$ cat config.mk
export PLATFORM = sky130hd
export DESIGN_NAME = ro_line_classifier
export DESIGN_NICKNAME = d
export VERILOG_FILES = /design/src/rtl/ro_cls_pkg.sv /design/src/rtl/ro_age_timer.sv /design/src/rtl/ro_line_slot.sv /design/src/rtl/ro_access_resolver.sv /design/src/rtl/ro_line_classifier.sv
export SDC_FILE = /design/constraint.sdc
export NUM_CORES = 1
export LEC_CHECK = 0
export BUFFER_PORTS_ARGS = -buffer_cell sky130_fd_sc_hd__buf_2
export CORE_MARGIN = 2
export CORE_UTILIZATION = 46
export CTS_BUF_LIST = sky130_fd_sc_hd__clkbuf_2 sky130_fd_sc_hd__clkbuf_4 sky130_fd_sc_hd__clkbuf_8
export CTS_CLUSTER_DIAMETER = 120
export CTS_CLUSTER_SIZE = 25
export DETAILED_ROUTE_END_ITERATION = 16
export PLACE_DENSITY = 0.66
export SLEW_MARGIN = 0
export SYNTH_ARGS = -nofsm -noshare
export SYNTH_HDL_FRONTEND = slang
export SYNTH_HIERARCHICAL = 1
export SYNTH_SLANG_ARGS = --single-unit
$ cat constraint.sdc
create_clock -name clk -period 2.5 [get_ports clk]
set_input_delay 0.75 -clock clk [delete_from_list [all_inputs] [get_ports clk]]
set_output_delay 0.75 -clock clk [all_outputs]
set_load 0.03 [all_outputs]
$ cat src/rtl/ro_cls_pkg.sv
package ro_cls_pkg;
  // Width of the per-line age counter.
  parameter int AGE_W = 2;

  typedef struct packed {
    logic [AGE_W-1:0] age;
    logic             handed;   // copy may live in some L1
    logic             modified; // written since fill, or not present
  } line_meta_t;

  localparam int META_BITS = $bits(line_meta_t);
endpackage

$ cat src/rtl/ro_age_timer.sv
module ro_age_timer #(
  parameter int AGE_PERIOD = 8,
  localparam int CNT_W = (AGE_PERIOD > 1) ? $clog2(AGE_PERIOD) : 1
) (
  input  logic clk,
  input  logic rst_n,
  output logic tick
);
  logic [CNT_W-1:0] cnt_q, cnt_d;
  logic             at_end;

  assign at_end = (cnt_q == CNT_W'(AGE_PERIOD - 1));
  assign tick   = at_end;

  always_comb begin
    cnt_d = cnt_q + CNT_W'(1);
    if (at_end) cnt_d = '0;
  end

  always_ff @(posedge clk or negedge rst_n) begin
    if (!rst_n) cnt_q <= '0;
    else        cnt_q <= cnt_d;
  end
endmodule

$ cat src/rtl/ro_line_slot.sv
module ro_line_slot
  import ro_cls_pkg::*;
#(
  parameter int FILL_AGE = 2
) (
  input  logic       clk,
  input  logic       rst_n,
  input  logic       tick,
  input  logic       evict_hit,
  input  logic       fill_hit,
  input  logic       wr_hit,
  input  logic       grant_hit,
  output line_meta_t meta
);
  line_meta_t meta_q, meta_d;

  always_comb begin
    meta_d = meta_q;
    if (evict_hit) begin
      meta_d.age      = '1;
      meta_d.handed   = 1'b0;
      meta_d.modified = 1'b1;
    end else if (fill_hit) begin
      meta_d.age      = AGE_W'(FILL_AGE);
      meta_d.handed   = 1'b0;
      meta_d.modified = 1'b0;
    end else begin
      // Write is applied before the aging step of the same cycle.
      if (wr_hit) begin
        meta_d.modified = 1'b1;
        meta_d.handed   = 1'b0;
      end else if (grant_hit) begin
        meta_d.handed   = 1'b1;
      end
      if (tick && (meta_d.age != '0)) meta_d.age = meta_d.age - AGE_W'(1);
    end
  end

  always_ff @(posedge clk or negedge rst_n) begin
    if (!rst_n) begin
      meta_q.age      <= '1;
      meta_q.handed   <= 1'b0;
      meta_q.modified <= 1'b1;
    end else begin
      meta_q <= meta_d;
    end
  end

  assign meta = meta_q;
endmodule

$ cat src/rtl/ro_access_resolver.sv
module ro_access_resolver
  import ro_cls_pkg::*;
#(
  parameter int LINES = 16,
  localparam int IDX_W = (LINES > 1) ? $clog2(LINES) : 1
) (
  input  logic                   clk,
  input  logic                   rst_n,
  input  line_meta_t [LINES-1:0] meta_i,
  input  logic                   acc_vld,
  input  logic [IDX_W-1:0]       acc_idx,
  input  logic                   wr_vld,
  input  logic [IDX_W-1:0]       wr_idx,
  input  logic                   fill_vld,
  input  logic [IDX_W-1:0]       fill_idx,
  input  logic                   evict_vld,
  input  logic [IDX_W-1:0]       evict_idx,
  output logic                   grant_vld,
  output logic                   acc_rsp_vld,
  output logic                   acc_l1ok,
  output logic                   inv_vld,
  output logic [IDX_W-1:0]       inv_idx
);
  line_meta_t       acc_meta, wr_meta;
  logic             ro_line, clash, grant_d, inv_d;
  logic             rsp_q, ok_q, inv_q;
  logic [IDX_W-1:0] inv_idx_q;

  assign acc_meta = meta_i[acc_idx];
  assign wr_meta  = meta_i[wr_idx];
  assign ro_line  = (acc_meta.age == '0) && !acc_meta.modified;
  assign clash    = (wr_vld && wr_idx == acc_idx) ||
                    (fill_vld && fill_idx == acc_idx) ||
                    (evict_vld && evict_idx == acc_idx);
  assign grant_d  = acc_vld && ro_line && !clash;
  assign inv_d    = wr_vld && wr_meta.handed &&
                    !(evict_vld && evict_idx == wr_idx) &&
                    !(fill_vld && fill_idx == wr_idx);

  always_ff @(posedge clk or negedge rst_n) begin
    if (!rst_n) begin
      rsp_q <= 1'b0;
      ok_q  <= 1'b0;
      inv_q <= 1'b0;
    end else begin
      rsp_q <= acc_vld;
      ok_q  <= grant_d;
      inv_q <= inv_d;
    end
  end

  always_ff @(posedge clk or negedge rst_n) begin
    if (!rst_n)     inv_idx_q <= '0;
    else if (inv_d) inv_idx_q <= wr_idx;
  end

  assign grant_vld   = grant_d;
  assign acc_rsp_vld = rsp_q;
  assign acc_l1ok    = ok_q;
  assign inv_vld     = inv_q;
  assign inv_idx     = inv_idx_q;
endmodule

$ cat src/rtl/ro_line_classifier.sv
module ro_line_classifier
  import ro_cls_pkg::*;
#(
  parameter int LINES      = 16,
  parameter int AGE_PERIOD = 8,
  parameter int FILL_AGE   = 2,
  localparam int IDX_W = (LINES > 1) ? $clog2(LINES) : 1
) (
  input  logic             clk,
  input  logic             rst_n,
  input  logic             fill_vld,
  input  logic [IDX_W-1:0] fill_idx,
  input  logic             evict_vld,
  input  logic [IDX_W-1:0] evict_idx,
  input  logic             acc_vld,
  input  logic [IDX_W-1:0] acc_idx,
  input  logic             wr_vld,
  input  logic [IDX_W-1:0] wr_idx,
  output logic             acc_rsp_vld,
  output logic             acc_l1ok,
  output logic             inv_vld,
  output logic [IDX_W-1:0] inv_idx
);
  logic                   age_tick;
  logic                   grant_vld;
  line_meta_t [LINES-1:0] meta;

  ro_age_timer #(.AGE_PERIOD(AGE_PERIOD)) u_timer (
    .clk(clk), .rst_n(rst_n), .tick(age_tick)
  );

  for (genvar g = 0; g < LINES; g++) begin : g_line
    logic ev_h, fl_h, wr_h, gr_h;
    assign ev_h = evict_vld && (evict_idx == IDX_W'(g));
    assign fl_h = fill_vld  && (fill_idx  == IDX_W'(g));
    assign wr_h = wr_vld    && (wr_idx    == IDX_W'(g));
    assign gr_h = grant_vld && (acc_idx   == IDX_W'(g));

    ro_line_slot #(.FILL_AGE(FILL_AGE)) u_slot (
      .clk(clk), .rst_n(rst_n), .tick(age_tick),
      .evict_hit(ev_h), .fill_hit(fl_h), .wr_hit(wr_h), .grant_hit(gr_h),
      .meta(meta[g])
    );
  end

  ro_access_resolver #(.LINES(LINES)) u_resolve (
    .clk(clk), .rst_n(rst_n), .meta_i(meta),
    .acc_vld(acc_vld), .acc_idx(acc_idx),
    .wr_vld(wr_vld), .wr_idx(wr_idx),
    .fill_vld(fill_vld), .fill_idx(fill_idx),
    .evict_vld(evict_vld), .evict_idx(evict_idx),
    .grant_vld(grant_vld),
    .acc_rsp_vld(acc_rsp_vld), .acc_l1ok(acc_l1ok),
    .inv_vld(inv_vld), .inv_idx(inv_idx)
  );
endmodule

Word level (Yosys, flattened, before mapping)
Index checks and enable logic that the tools add are counted.
{ "word_totals": {"regBits": 74, "in_bits": 22, "out_inout_bits": 7, "word_cells": 405} }
{ "op_classes": {"addsub": 17, "order_cmp": 2, "n_eq_ne": 66, "n_mux": 101, "reduce_logical": 166} }
{ "ops": {"columns": ["cell", "count"], "rows": [
  ["4-bit 2-to-1 mux", 33],
  ["4-bit equality test, second input constant", 32],
  ["3-bit nonzero test", 32],
  ["1-bit logical AND", 91],
  ["4-bit by 3-bit equality test with 1-bit output, second input constant", 16],
  ["4-bit nonzero test", 16],
  ["1-bit 2-to-1 mux", 48],
  ["2-bit 2-to-1 mux", 17],
  ["4-bit binary-select mux with 4-bit select", 2],
  ["4-bit by 2-bit equality test with 1-bit output, second input constant", 8],
  ["2-bit nonzero test", 16],
  ["2-bit by 1-bit subtractor with 2-bit output, second input constant", 16],
  ["4-bit equality test", 5],
  ["4-bit by 1-bit equality test with 1-bit output, second input constant", 4],
  ["4-bit logical NOT", 4],
  ["4-bit by 5-bit less-than comparator with 1-bit output, second input constant", 2],
  ["1-bit logical NOT", 4],
  ["3-bit by 1-bit adder with 3-bit output, second input constant", 1],
  ["3-bit equality test, second input constant", 1],
  ["3-bit 2-to-1 mux", 1],
  ["2-bit logical NOT", 1],
  ["1-bit logical OR", 2]
]} }

Logic depth before layout (Yosys ltp)
{ "depth": {"word_depth": 11, "mapped_depth": 10, "ltp_nobuf": 9} }

Cells and area by module
Netlist, hierarchy kept.
{ "by_module_without_submodules": {"columns": ["module", "n_inst", "cells_per_inst", "area_per_inst_um2", "seq_area_each_um2"], "rows": [
  ["ro_line_slot", 16, 17, 201.4, 103.8],
  ["ro_access_resolver", 1, 87, 855.8, 175.2],
  ["ro_line_classifier", 1, 92, 470.5, 0.0],
  ["ro_age_timer", 1, 6, 103.8, 75.1]
]} }

Least setup slack after synthesis
OpenSTA, ideal clock, no wires.
{ "synth_path": {"path_kind": "input to register", "startpoint": "input port acc_idx[0]", "endpoint": "register g_line[0].u_slot.meta_q, in the netlist g_line[0].u_slot/meta[1]", "setup_time_ns": 0.101, "arrival_ns": 2.705, "required_time_ns": 2.399, "path_slack_ns": -0.306, "path_stages": 8, "path_buffers": 0, "cell_sequence": "or4b_2 a31oi_1 a21oi_1 a211oi_1 or3b_4 nor3_2 nor2_1 nor4_1"} }
{ "synth_via": {"elab_chain_cells": 8, "word_cells_on_any_way": 19, "cone_classes": "eq/ne: 3; mux: 2; reduce/logical: 14"} }
{ "synth_rtl": {"columns": ["item", "line", "source"], "rows": [
  ["from (decl)", "ro_line_classifier.sv:16", "input logic [IDX_W-1:0] acc_idx,"],
  ["4-bit binary-select mux with 4-bit select, or another cell as far along", "ro_access_resolver.sv:29", "assign acc_meta = meta_i[acc_idx];"],
  ["4-bit 2-to-1 mux (implied by the code), or another cell as far along", "ro_access_resolver.sv:29", null],
  ["2-bit logical NOT, or another cell as far along", "ro_access_resolver.sv:31", "assign ro_line = (acc_meta.age == '0) && !acc_meta.modified;"],
  ["1-bit logical AND / 1-bit logical OR (equally long branches)", "ro_access_resolver.sv:31, ro_access_resolver.sv:33", null],
  ["1-bit logical AND / 1-bit logical NOT (equally long branches)", "ro_access_resolver.sv:35", "assign grant_d = acc_vld && ro_line && !clash;"],
  ["1-bit logical AND (*)", "ro_access_resolver.sv:35", null],
  ["named net grant_vld", "ro_line_classifier.sv:25", "logic grant_vld;"],
  ["1-bit logical AND (*)", "ro_line_classifier.sv:37", "assign gr_h = grant_vld && (acc_idx == IDX_W'(g));"],
  ["named net g_line[0].gr_h", "ro_line_classifier.sv:33", "logic ev_h, fl_h, wr_h, gr_h;"],
  ["4-bit nonzero test (no line) (*)", null, null],
  ["to (signal assigned)", "ro_line_slot.sv:45", "meta_q <= meta_d;"],
  ["to (decl)", "ro_line_slot.sv:15", "line_meta_t meta_q, meta_d;"]
]} }
Mark *: on every way through the listed nets, which the timed path passes. The rest lies on a longest branch. The select of a mux whose other input is x is not followed.
A chain may end at the register's enable or synchronous reset.

Final worst setup path
{ "layout_path": {"startpoint": "input port acc_idx[0]", "endpoint": "register g_line[3].u_slot.meta_q, in the netlist g_line[3].u_slot/meta[1]"} }
{ "layout_via": {"elab_chain_cells": 8, "word_cells_on_any_way": 19, "cone_classes": "eq/ne: 4; mux: 2; reduce/logical: 13"} }
{ "layout_rtl": {"columns": ["item", "line"], "rows": [
  ["4-bit binary-select mux with 4-bit select, or another cell as far along", "ro_access_resolver.sv:29"],
  ["4-bit 2-to-1 mux (implied by the code), or another cell as far along", "ro_access_resolver.sv:29"],
  ["2-bit logical NOT, or another cell as far along", "ro_access_resolver.sv:31"],
  ["1-bit logical AND / 1-bit logical OR (equally long branches)", "ro_access_resolver.sv:31, ro_access_resolver.sv:33"],
  ["1-bit logical AND / 1-bit logical NOT (equally long branches)", "ro_access_resolver.sv:35"],
  ["1-bit logical AND (*)", "ro_access_resolver.sv:35"],
  ["named net grant_vld", "ro_line_classifier.sv:25"],
  ["1-bit logical AND (*)", "ro_line_classifier.sv:37"],
  ["named net g_line[3].gr_h", "ro_line_classifier.sv:33"],
  ["4-bit nonzero test (no line) (*)", null],
  ["to (signal assigned)", "ro_line_slot.sv:45"],
  ["to (decl)", "ro_line_slot.sv:15"]
]} }
Marked as above.

==> reports/metrics.yaml <==
insertion_delay_ps: 350
gp_congestion: 0.9121
tightest_slew_ps: 553.2
num_vias: 3877
p_leak_nw: 2.416
ant_nets: 0
rsz0062_at_grt: "no"
status: "finished clean"
cts_buffers: 9
grt_max_degree: 31
syn_to_final_growth_pct: 19.44
worstSetupStartpointType: "input pin"
final_core_util_pct: 56.86
htree_levels: 3
hold_path_class: "in2async"
ys_warn_count: 6
tritoncts: "done"
pwr-share-clk_pct: 20.6
finalMaxSlewViolations: 0
p_int_mw: 3.116
drv_cap: 0
finalSetupViolations: 0
crit_fanout: 6
cp-end-kind: "flip-flop"
start_util_pct: 47.61
setup_tns_ps: 0
hold_violations: 0
antenna_cells: 0
core_area_sq_um: 9774
dr_wl_met2_um: 5837
drtIter0Drc: 277
cts.sinks: 74
multiInputGateArea_sq_um: 2683
via_per_inst: 5.856
synth.distinct_cells: 41
p_seq_share_pct: 46.6
overflow: 0
synth_nets: 497
drcViolationCount: 0
p_per_area_nw_per_um2: 830.7
p_sw_mw: 1.501
die_h_um: 104.6
postCtsSetupBuffers: 0
routed-wl-met3_um: 622
fmax_mhz: 414.1
ir_worst_vdd_mv: 0.3668
fin_nets: 565
period_needed_ps: 2415
path_class: "in2reg"
syn_avg_cell_area_sq_um: 10.18
period_share_pct: 96.60
dieArea_sq_um: 10940
skew_ps: 12.38
die_width_um: 104.6
clk_pin_slew_ps: 80
io_pins: 29
grt_pass1_vias: 4015
p_sw_share_pct: 32.50
clock_path_buffers: 2
cp.arrival_ps: 2660
synth.yosys.seq_area_share_pct: 41.09
routed_wirelength_um: 12060
grt_pass1_wl_um: 19970
pwr-share-comb_pct: 32.8
fillCellCount: 868
syn-cell-area_sq_um: 4653
io_buffers: 28
finalPower_mw: 4.617
postSynthCellCount: 457
crit_required_ps: 2750
dp_hpwl_um: 9110
highest_layer: "met4"
track_usage_pct: 22.76
placementRows: 36
wl_per_cell_um: 18.22
slew_headroom_pct: 63.12
seq_area_sq_um: 1912
firstDrtPassIters: 7
wl_met1_um: 5344
antenna_found_initial: 0
drive_above_1_share_pct: 33.46
clock-root-buffer: "clkbuf_8"
synth_seq_cells: 74
timing.final.ws_setup_ps: 84.99
dpl_worst_slack_ps: -373.2
power by group through the flow:
stage	Sequential [mW]	Clock, mW	Combinational, mW
finish	2.15	0.949	1.52
global route	2.21	1.03	1.68
CTS	2.13	0.971	1.51
detailed placement	2.15	0	1.50
global placement	2.13	0	1.39
floorplan	2.12	0	1.05
final cells by class:
type,instances,area share (%)
clock buffers,12,2.747
clock inverters,3,0.7204
repair buffers,65,8.712
multi-input cells,343,48.27
inverters,32,2.161
well taps,133,2.994
flip-flops and latches,74,34.40
cell usage in the layout (no fill, tap or decap), drive strengths merged:
master / netlist / layout
nand2: 6 / 6
xnor2: 5 / 5
clkbuf: 2 / 12
mux2: 5 / 5
clkinv: 0 / 2
a311oi: 2 / 2
nand3: 7 / 7
nand4: 1 / 1
nor2b: 16 / 16
bufinv: 0 / 1
inv: 32 / 32
a211o: 17 / 17
a2111o: 16 / 16
dfstp: 48 / 48
a31oi: 1 / 1
a211oi: 3 / 3
nor3b: 16 / 16
nor4b: 17 / 17
nor4: 22 / 22
or4b: 1 / 1
nor3: 27 / 27
nand2b: 24 / 24
o21bai: 16 / 16
nor2: 81 / 81
mux4: 4 / 4
buf: 6 / 65
a21oi: 5 / 5
or4: 2 / 2
dfrtp: 26 / 26
a221oi: 1 / 1
or3b: 4 / 4
mux2i: 2 / 2
ha: 18 / 18
xor2: 15 / 15
o41ai: 1 / 1
nand3b: 8 / 8
state kept, by name, indices dropped and copies added, names as in the netlist:
name / cells
u_resolve/acc_l1ok: 1
u_resolve/inv_vld: 1
u_resolve/acc_rsp_vld: 1
u_timer/cnt_q: 3
u_resolve/inv_idx: 4
g_line.u_slot/meta: 64
cells by family (layout without fill, tap and decap cells):
logic type,count (synthesis),after routing,share of synthesized area [%]
muxes,11,11,3.979
buffers and inverters,40,112,3.657
xor gates and xnor gates,20,20,3.764
and+or+nand+nor,232,232,30.73
DFF,74,74,41.09
adders and majority gates,18,18,4.840
AOI/OAI and AO/OA,62,62,11.94
worst max-delay path, cell delays in order:
cell      delay, ps
buf_6           100
or4b_4          470
a31oi_4         200
a21oi_2         100
a211oi_2        200
or3b_4          440
nor2_2          100
nor2_1           50
nor4_2          240
metrics by stage:
step / hold WS [ps] / std cells / instance area [sq um]
after floorplan: 403.1 / 457 / 4673
after CTS: 322.7 / 662 / 5479
after global placement: 414.0 / 647 / 5259
after global routing: 334.4 / 662 / 5558
final: 323.8 / 662 / 5558
after detailed placement: 424.6 / 647 / 5259
worst paths after layout:
path	from	end	slack (ps)	cells past startpoint
min in group clk	u_timer/cnt_q[0]$_DFF_PN0_	u_timer/cnt_q[0]$_DFF_PN0_	430	1
setup / recovery	acc_idx[0]	g_line[3].u_slot/meta[1]$_DFFE_PN0P_	80	9
max in group asynchronous	rst_n	g_line[13].u_slot/meta[0]$_DFFE_PN1P_	1530	2
hold reg to reg	u_timer/cnt_q[0]$_DFF_PN0_	u_timer/cnt_q[0]$_DFF_PN0_	430	1
setup reg to reg	g_line[15].u_slot/meta[2]$_DFFE_PN1P_	g_line[3].u_slot/meta[1]$_DFFE_PN0P_	140	8
hold / removal	rst_n	g_line[5].u_slot/meta[1]$_DFFE_PN0P_	320	1
synthesized netlist by cell type (all sizes together):
cell	count	share of area, %
dfrtp	26	14
nor3	27	3.3
o41ai	1	0.19
nor2	81	6.5
xnor2	5	0.94
nand4	1	0.13
a21oi	5	0.54
a311oi	2	0.75
a31oi	1	0.13
a221oi	1	0.19
or4b	1	0.22
xor2	15	2.8
or4	2	0.32
inv	32	2.6
clkbuf	2	0.16
dfstp	48	27
nand2	6	0.48
nor4b	17	3.2
nand3b	8	1.3
or3b	4	0.97
nand3	7	0.75
o21bai	16	2.6
a211o	17	3.2
mux2i	2	0.43
nor3b	16	2.6
mux2	5	1.3
nand2b	24	5.8
nor4	22	3.0
buf	6	0.91
mux4	4	2.3
nor2b	16	2.2
a211oi	3	0.48
ha	18	4.8
a2111o	16	3.9
routing by layer:
layer / GRT usage (%) / vias to the layer above
met2: 37.77 / 123
li1: - / 1808
met3: 4.055 / 25
met5: 0 / -
met1: 29.71 / 1921
met4: 8.571 / 0
what timing repair did:
action,CTS,global route
gates resized for setup,5,17
hold buffers,0,0
pin swaps,12,8
setup endpoints to repair,1,13
(Power assumes the default switching activity.)
